### src/rtl/bl_pkg.sv
package bl_pkg;

  typedef enum logic [1:0] {
    LC_AMI  = 2'd0,
    LC_B8ZS = 2'd1,
    LC_B6ZS = 2'd2,
    LC_HDB3 = 2'd3
  } line_code_e;

  // One received symbol after classification.
  typedef struct packed {
    logic mark;  // a pulse was present on at least one rail
    logic viol;  // single-rail mark with the same polarity as the last one
    logic flag;  // both rails high or zero-run overflow
  } slot_t;

  // Longest substitution group; sets the delay-line depth.
  localparam int unsigned WIN = 8;

endpackage

### src/rtl/bl_rail_classify.sv
module bl_rail_classify
  import bl_pkg::*;
#(
  parameter int unsigned ZR_AMI  = 15,
  parameter int unsigned ZR_B8ZS = 8,
  parameter int unsigned ZR_B6ZS = 6,
  parameter int unsigned ZR_HDB3 = 4
) (
  input  logic       clk,
  input  logic       rst_n,
  input  line_code_e code,
  input  logic       sym_valid,
  input  logic       rail_p,
  input  logic       rail_n,
  output slot_t      cls
);

  localparam int unsigned ZR_M1  = (ZR_AMI > ZR_B8ZS) ? ZR_AMI : ZR_B8ZS;
  localparam int unsigned ZR_M2  = (ZR_B6ZS > ZR_HDB3) ? ZR_B6ZS : ZR_HDB3;
  localparam int unsigned ZR_MAX = (ZR_M1 > ZR_M2) ? ZR_M1 : ZR_M2;
  localparam int unsigned ZW     = $clog2(ZR_MAX + 2);

  logic          last_pos;
  logic          seen_mark;
  logic [ZW-1:0] zcnt;
  logic [ZW-1:0] lim;
  logic          single, both, any_mark, zr_hit;

  always_comb begin
    unique case (code)
      LC_AMI:  lim = ZW'(ZR_AMI);
      LC_B8ZS: lim = ZW'(ZR_B8ZS);
      LC_B6ZS: lim = ZW'(ZR_B6ZS);
      default: lim = ZW'(ZR_HDB3);
    endcase
  end

  assign single   = rail_p ^ rail_n;
  assign both     = rail_p & rail_n;
  assign any_mark = rail_p | rail_n;
  assign zr_hit   = ~any_mark & (zcnt == lim);

  always_comb begin
    cls.mark = any_mark;
    cls.viol = single & seen_mark & (rail_p == last_pos);
    cls.flag = both | zr_hit;
  end

  always_ff @(posedge clk) begin
    if (!rst_n) begin
      last_pos  <= 1'b0;
      seen_mark <= 1'b0;
      zcnt      <= '0;
    end else if (sym_valid) begin
      if (single) begin
        last_pos  <= rail_p;
        seen_mark <= 1'b1;
      end
      if (any_mark)         zcnt <= '0;
      else if (zcnt == lim) zcnt <= lim + 1'b1;
      else if (zcnt < lim)  zcnt <= zcnt + 1'b1;
    end
  end

  // an overflow flag is raised once per run, not on the next zero too.
  p_zrun_once_r9: assert property (@(posedge clk) disable iff (!rst_n)
    (sym_valid && zr_hit) |=> (!zr_hit || code != $past(code)));

endmodule

### src/rtl/bl_subst_window.sv
module bl_subst_window
  import bl_pkg::*;
(
  input  logic       clk,
  input  logic       rst_n,
  input  line_code_e code,
  input  logic       sym_valid,
  input  slot_t      in_slot,
  output logic       out_valid,
  output logic       out_data,
  output logic       out_err
);

  slot_t          d  [WIN];
  slot_t          w  [WIN];
  slot_t          nw [WIN];
  logic [WIN-1:0] clr;
  logic           m8, m6, m4, any_match;

  function automatic logic is_z(slot_t s);
    return !s.mark;
  endfunction

  function automatic logic is_b(slot_t s);
    return s.mark && !s.viol && !s.flag;
  endfunction

  function automatic logic is_v(slot_t s);
    return s.mark && s.viol && !s.flag;
  endfunction

  // Window seen by the newest symbol: index 0 newest, WIN-1 oldest.
  always_comb begin
    w[0] = in_slot;
    for (int i = 1; i < WIN; i++) w[i] = d[i-1];
  end

  always_comb begin
    m8 = (code == LC_B8ZS) && is_z(w[7]) && is_z(w[6]) && is_z(w[5]) &&
         is_v(w[4]) && is_b(w[3]) && is_z(w[2]) && is_v(w[1]) && is_b(w[0]);
    m6 = (code == LC_B6ZS) && is_z(w[5]) && is_v(w[4]) && is_b(w[3]) &&
         is_z(w[2]) && is_v(w[1]) && is_b(w[0]);
    m4 = (code == LC_HDB3) && (is_z(w[3]) || is_b(w[3])) &&
         is_z(w[2]) && is_z(w[1]) && is_v(w[0]);
    any_match = m8 | m6 | m4;
    if (m8)      clr = 8'hFF;
    else if (m6) clr = 8'h3F;
    else if (m4) clr = 8'h0F;
    else         clr = '0;
  end

  for (genvar i = 0; i < WIN; i++) begin : g_clear
    always_comb begin
      nw[i].mark = w[i].mark & ~clr[i];
      nw[i].viol = w[i].viol & ~clr[i];
      nw[i].flag = w[i].flag;
    end
  end

  always_ff @(posedge clk) begin
    if (!rst_n) begin
      for (int i = 0; i < WIN; i++) d[i] <= '0;
      out_valid <= 1'b0;
      out_data  <= 1'b0;
      out_err   <= 1'b0;
    end else begin
      out_valid <= sym_valid;
      out_data  <= sym_valid & d[WIN-1].mark;
      out_err   <= sym_valid & (d[WIN-1].viol | d[WIN-1].flag);
      if (sym_valid) begin
        for (int i = 0; i < WIN; i++) d[i] <= nw[i];
      end
    end
  end

  // a completed group leaves its newest slot holding no mark.
  p_match_clears_r12: assert property (@(posedge clk) disable iff (!rst_n)
    (sym_valid && any_match) |=> !d[0].mark);

  // an unremoved violation leaving the line shows as a flagged one.
  p_viol_carried_r4: assert property (@(posedge clk) disable iff (!rst_n)
    (sym_valid && d[WIN-1].viol) |=> (out_err && out_data));

endmodule

### src/rtl/bipolar_rz_decoder.sv
module bipolar_rz_decoder
  import bl_pkg::*;
#(
  parameter int unsigned ZR_AMI  = 15,
  parameter int unsigned ZR_B8ZS = 8,
  parameter int unsigned ZR_B6ZS = 6,
  parameter int unsigned ZR_HDB3 = 4
) (
  input  logic       clk,
  input  logic       rst_n,
  input  logic [1:0] code_sel,
  input  logic       loop_en,
  input  logic       in_valid,
  input  logic       line_p,
  input  logic       line_n,
  input  logic       enc_p,
  input  logic       enc_n,
  output logic       out_valid,
  output logic       out_data,
  output logic       out_err
);

  line_code_e code;
  logic       sel_p, sel_n;
  slot_t      cur_slot;

  assign code  = line_code_e'(code_sel);
  assign sel_p = loop_en ? enc_p : line_p;
  assign sel_n = loop_en ? enc_n : line_n;

  bl_rail_classify #(
    .ZR_AMI (ZR_AMI),
    .ZR_B8ZS(ZR_B8ZS),
    .ZR_B6ZS(ZR_B6ZS),
    .ZR_HDB3(ZR_HDB3)
  ) u_classify (
    .clk      (clk),
    .rst_n    (rst_n),
    .code     (code),
    .sym_valid(in_valid),
    .rail_p   (sel_p),
    .rail_n   (sel_n),
    .cls      (cur_slot)
  );

  bl_subst_window u_window (
    .clk      (clk),
    .rst_n    (rst_n),
    .code     (code),
    .sym_valid(in_valid),
    .in_slot  (cur_slot),
    .out_valid(out_valid),
    .out_data (out_data),
    .out_err  (out_err)
  );

  // one output beat per accepted symbol, one cycle later.
  p_beat_follows_r2: assert property (@(posedge clk) disable iff (!rst_n)
    in_valid |=> out_valid);

  // no beat without an accepted symbol.
  p_no_extra_beat_r2: assert property (@(posedge clk) disable iff (!rst_n)
    !in_valid |=> !out_valid);

  // an error flag only travels with a beat.
  p_err_with_beat_r4: assert property (@(posedge clk) disable iff (!rst_n)
    out_err |-> out_valid);

endmodule

### config.mk
export PLATFORM = sky130hd
export DESIGN_NAME = bipolar_rz_decoder
export DESIGN_NICKNAME = d
export VERILOG_FILES = /design/src/rtl/bl_pkg.sv /design/src/rtl/bl_rail_classify.sv /design/src/rtl/bl_subst_window.sv /design/src/rtl/bipolar_rz_decoder.sv
export SDC_FILE = /design/constraint.sdc
export NUM_CORES = 1
export LEC_CHECK = 0
export BUFFER_PORTS_ARGS = -buffer_cell sky130_fd_sc_hd__clkbuf_2
export CORE_UTILIZATION = 62
export CTS_CLUSTER_SIZE = 8
export DETAILED_ROUTE_END_ITERATION = 6
export GPL_ROUTABILITY_DRIVEN = 0
export PLACE_DENSITY = 0.9
export SYNTH_ARGS = -nofsm -noshare
export SYNTH_HDL_FRONTEND = slang
export SYNTH_SLANG_ARGS = --single-unit
### constraint.sdc
create_clock -name clk -period 5.15 [get_ports clk]
set_input_delay 0.7725 -clock clk [delete_from_list [all_inputs] [get_ports clk]]
set_output_delay 0.7725 -clock clk [all_outputs]
set_load 0.05 [all_outputs]
==> summary.md <==
| Metric | Value |
|---|---|
| Synth Register Bits | `34` |
| WL/cell | `around 17 um` |
| Status | `completed` |
| Reg2Reg Depth | `9` |
| R2R Setup Slk | `around 2.7 ns` |
| Yosys top cell by area | `edfxtp_1` |
| Clk Latency, worst-skew pair | `approximately 0.35 ns` |
| Synth area leaders | `edfxtp_1 (44%), dfxtp_1 (12%), ha_1 (5.3%)` |
| Fillcell total | `approximately 170` |
| Post-CTS Hold Fix Bufs | `0` |
| Startpoint Class | `input port` |
| Yosys top cell area share | `0.439` |
| Final Core Density | `0.738` |
| Core Footprint | `2480 um2` |
| Yosys cell types | `39` |
| Hold Path Class | `reg -> reg` |
| Vias per cell | `roughly 6.2` |
| Max Slew Vio Count | `0` |
| Pleak | `between 0.0007 and 0.0008 uW` |
| Routed WL | `between 3 and 4 mm` |
| Synthesized area per cell | `roughly 11 um2` |
| Fin Hold WS | `between 0.4 and 0.5 ns` |
| Bufs on Longest Clock Path | `2` |
| Fin nets | `183` |
| Critical Path RT | `5.39 ns` |
| WHS Endpoint | `u_classify.zcnt[0]` |
| Fin crit share | `0.549` |
| DRC Markers | `0` |
| Yosys warns | `0` |
| Sum of negative setup slack | `0 ns` |
| Die height | `around 53 um` |
| Total track usage | `0.270` |
| Setup violators final | `0` |
| Hold path depth | `2` |
| Die area | `around 2900 um2` |
| Fmax | `approximately 0.35 GHz` |
| Overflow after GRT | `0` |
| RSZ-0062 raised after global routing | `no` |
| Postcts setup bufs | `0` |
| Worst-case vdd ir drop | `approximately 270 uV` |
| Worst Clk Skew | `approximately 0.0084 ns` |
| Vias | `1229` |
| Crit end category | `flop` |
| 1st-iter DRT viols | `74` |
| Max FO, Critical Path | `10` |
| Number of global-route vias before repair | `1097` |
| Crit path time final | `2.83 ns` |
| CTS resizes | `0` |
| Largest net degree at the start of global routing | `25` |
| Share of cells above drive strength 1 | `0.162` |
| Slew HR | `0.350` |
| Worst-path clk slew | `roughly 0.1 ns` |
| Mapped cell area | `1640 um2` |
| DIE WIDTH | `53.4 um` |
| Reg-to-Reg End | `u_classify.zcnt[4]` |
| Max H-tree Level | `2` |
| Seq/Total Area, Yosys | `0.561` |
| Initial Util | `0.662` |
| Hpwl dp | `between 2 and 2.5 mm` |
| Row count | `18` |
| # IOs | `13` |
| Number of buffers created by CTS | `5` |
| Initial antenna violation count | `0` |
| Commonest non-fill, non-tap cell in the layout | `edfxtp_1` |
| Hold path startpoint | `u_classify.zcnt[0]` |
| Most frequent cells in the layout | `edfxtp_1 (24), nor2_1 (16), inv_1 (14), clkbuf_2 (12), and3_1 (11)` |
| DR pass1 iterations | `5` |
| Max-cap violations | `0` |
| Root buffer cell | `clkbuf_4` |
| Worst Tran Pin Value | `between 0.9 and 1 ns` |
| Syn_nets | `about 170` |
| Endpoints failing hold | `0` |
| ANT nets after route | `0` |
| # clock sinks | `34` |
| Synthesis-to-finish area growth | `11.5%` |
| WS Path Type | `in -> reg` |
| Pwr dens | `between 300 and 400 nW/um2` |
| First-pass GRT wire length | `slightly above 5 mm` |
| Reg-to-Reg Start | `u_classify.zcnt[3]` |
| Ant diodes | `0` |
| Mapped Cells | `151` |
| Port bufs | `12` |
| CTS tree | `yes` |
| Critical path arrival | `about 3.1 ns` |
-- synth_stat cells --
| library cell | number |
|---|---|
| edfxtp_1 | 24 |
| nor2_1 | 16 |
| inv_1 | 14 |
| and3_1 | 11 |
| dfxtp_1 | 10 |
| nand2_1 | 9 |
| a21oi_1 | 7 |
| ha_1 | 7 |
| and2_1 | 6 |
| nand3_1 | 5 |
| clkbuf_1 | 4 |
| mux2i_1 | 3 |
| o21ai_0 | 3 |
| or3_1 | 3 |
| nand4_1 | 2 |
| nor3_1 | 2 |
| o2bb2ai_1 | 2 |
| xor2_1 | 2 |
| a211oi_1 | 1 |
| a21boi_0 | 1 |
| a311o_2 | 1 |
| a311oi_1 | 1 |
| a31oi_1 | 1 |
| and2b_2 | 1 |
| and3b_1 | 1 |
| mux2_2 | 1 |
| mux2i_2 | 1 |
| nand2b_1 | 1 |
| nand3b_1 | 1 |
| nand4b_1 | 1 |
| nor2_2 | 1 |
| nor2b_1 | 1 |
| nor3b_1 | 1 |
| nor4_1 | 1 |
| o21ai_4 | 1 |
| o21bai_1 | 1 |
| o221a_2 | 1 |
| o22ai_1 | 1 |
| xnor2_1 | 1 |
-- cells by family after synthesis --
logic type | share of synthesized area
simple gates | 0.203
flops | 0.561
compound gates | 0.0915
buf+inv | 0.0412
fa+ha+maj | 0.0534
mux | 0.0336
xor+xnor | 0.0160
-- cell type report --
class,instances,area [um2],area share
clock buffers,5,37.5,0.0205
clock inverters,3,68.8,0.0376
inverters,14,52.6,0.0287
multi-input cells,99,652,0.356
flip-flops and latches,34,921,0.503
well taps,30,37.5,0.0205
repair buffers,12,60.1,0.0328
-- how the worst max path moves through the flow --
| stage | end | startpoint | slack, ns | depth (start not counted) |
|---|---|---|---|---|
| after floorplan | u_classify.zcnt[4] | code_sel[1] | 2.35 | 11 |
| after global placement | u_classify.zcnt[4] | code_sel[1] | 2.13 | 12 |
| after detailed placement | u_classify.zcnt[4] | code_sel[1] | 2.02 | 12 |
| after CTS | u_classify.zcnt[4] | code_sel[1] | 2.38 | 12 |
| after global routing | u_classify.zcnt[4] | code_sel[1] | 2.24 | 12 |
| final | u_classify.zcnt[4] | code_sel[1] | 2.32 | 12 |
-- power by group --
group | switching, uW | internal (uW)
Combinational | 38.7 | 19.9
Clock | 94.7 | 152
Sequential | 8.45 | 309
Total | 142 | 481
-- registers in the layout, summed over array words and instances (netlist names) --
name,count
u_classify.seen_mark,1
u_window.out_valid,1
u_classify.last_pos,1
u_window.out_data,1
u_window.out_err,1
u_window.d,24
u_classify.zcnt,5
-- layer usage --
layer | share of wire | track usage | vias up
li1 | - | - | 564
met1 | 0.39 | 0.323 | 582
met5 | 0 | 0 | -
met3 | 0.081 | 0.0805 | 14
met2 | 0.50 | 0.446 | 69
met4 | 0.028 | 0.114 | 0
-- stage by stage --
step	power, uW	std cells	area, um2	setup slack, ns
after global placement	376	189	1720	2.13
after global routing	645	197	1830	2.24
after floorplan	360	151	1640	2.35
after detailed placement	380	189	1720	2.02
after CTS	626	197	1830	2.38
final	623	197	1830	2.32
-- critical path, stage by stage --
cell and delay, ns:
clkbuf_2 0.13, nand2b_1 0.18, inv_1 0.06, ha_1 0.29, nand2_1 0.09, nor2_2 0.34
mux2_2 0.40, ha_1 0.22, and3_1 0.19, nand4b_1 0.09, a21oi_1 0.07, o221a_2 0.23
Power figures use the tool's default switching activity.
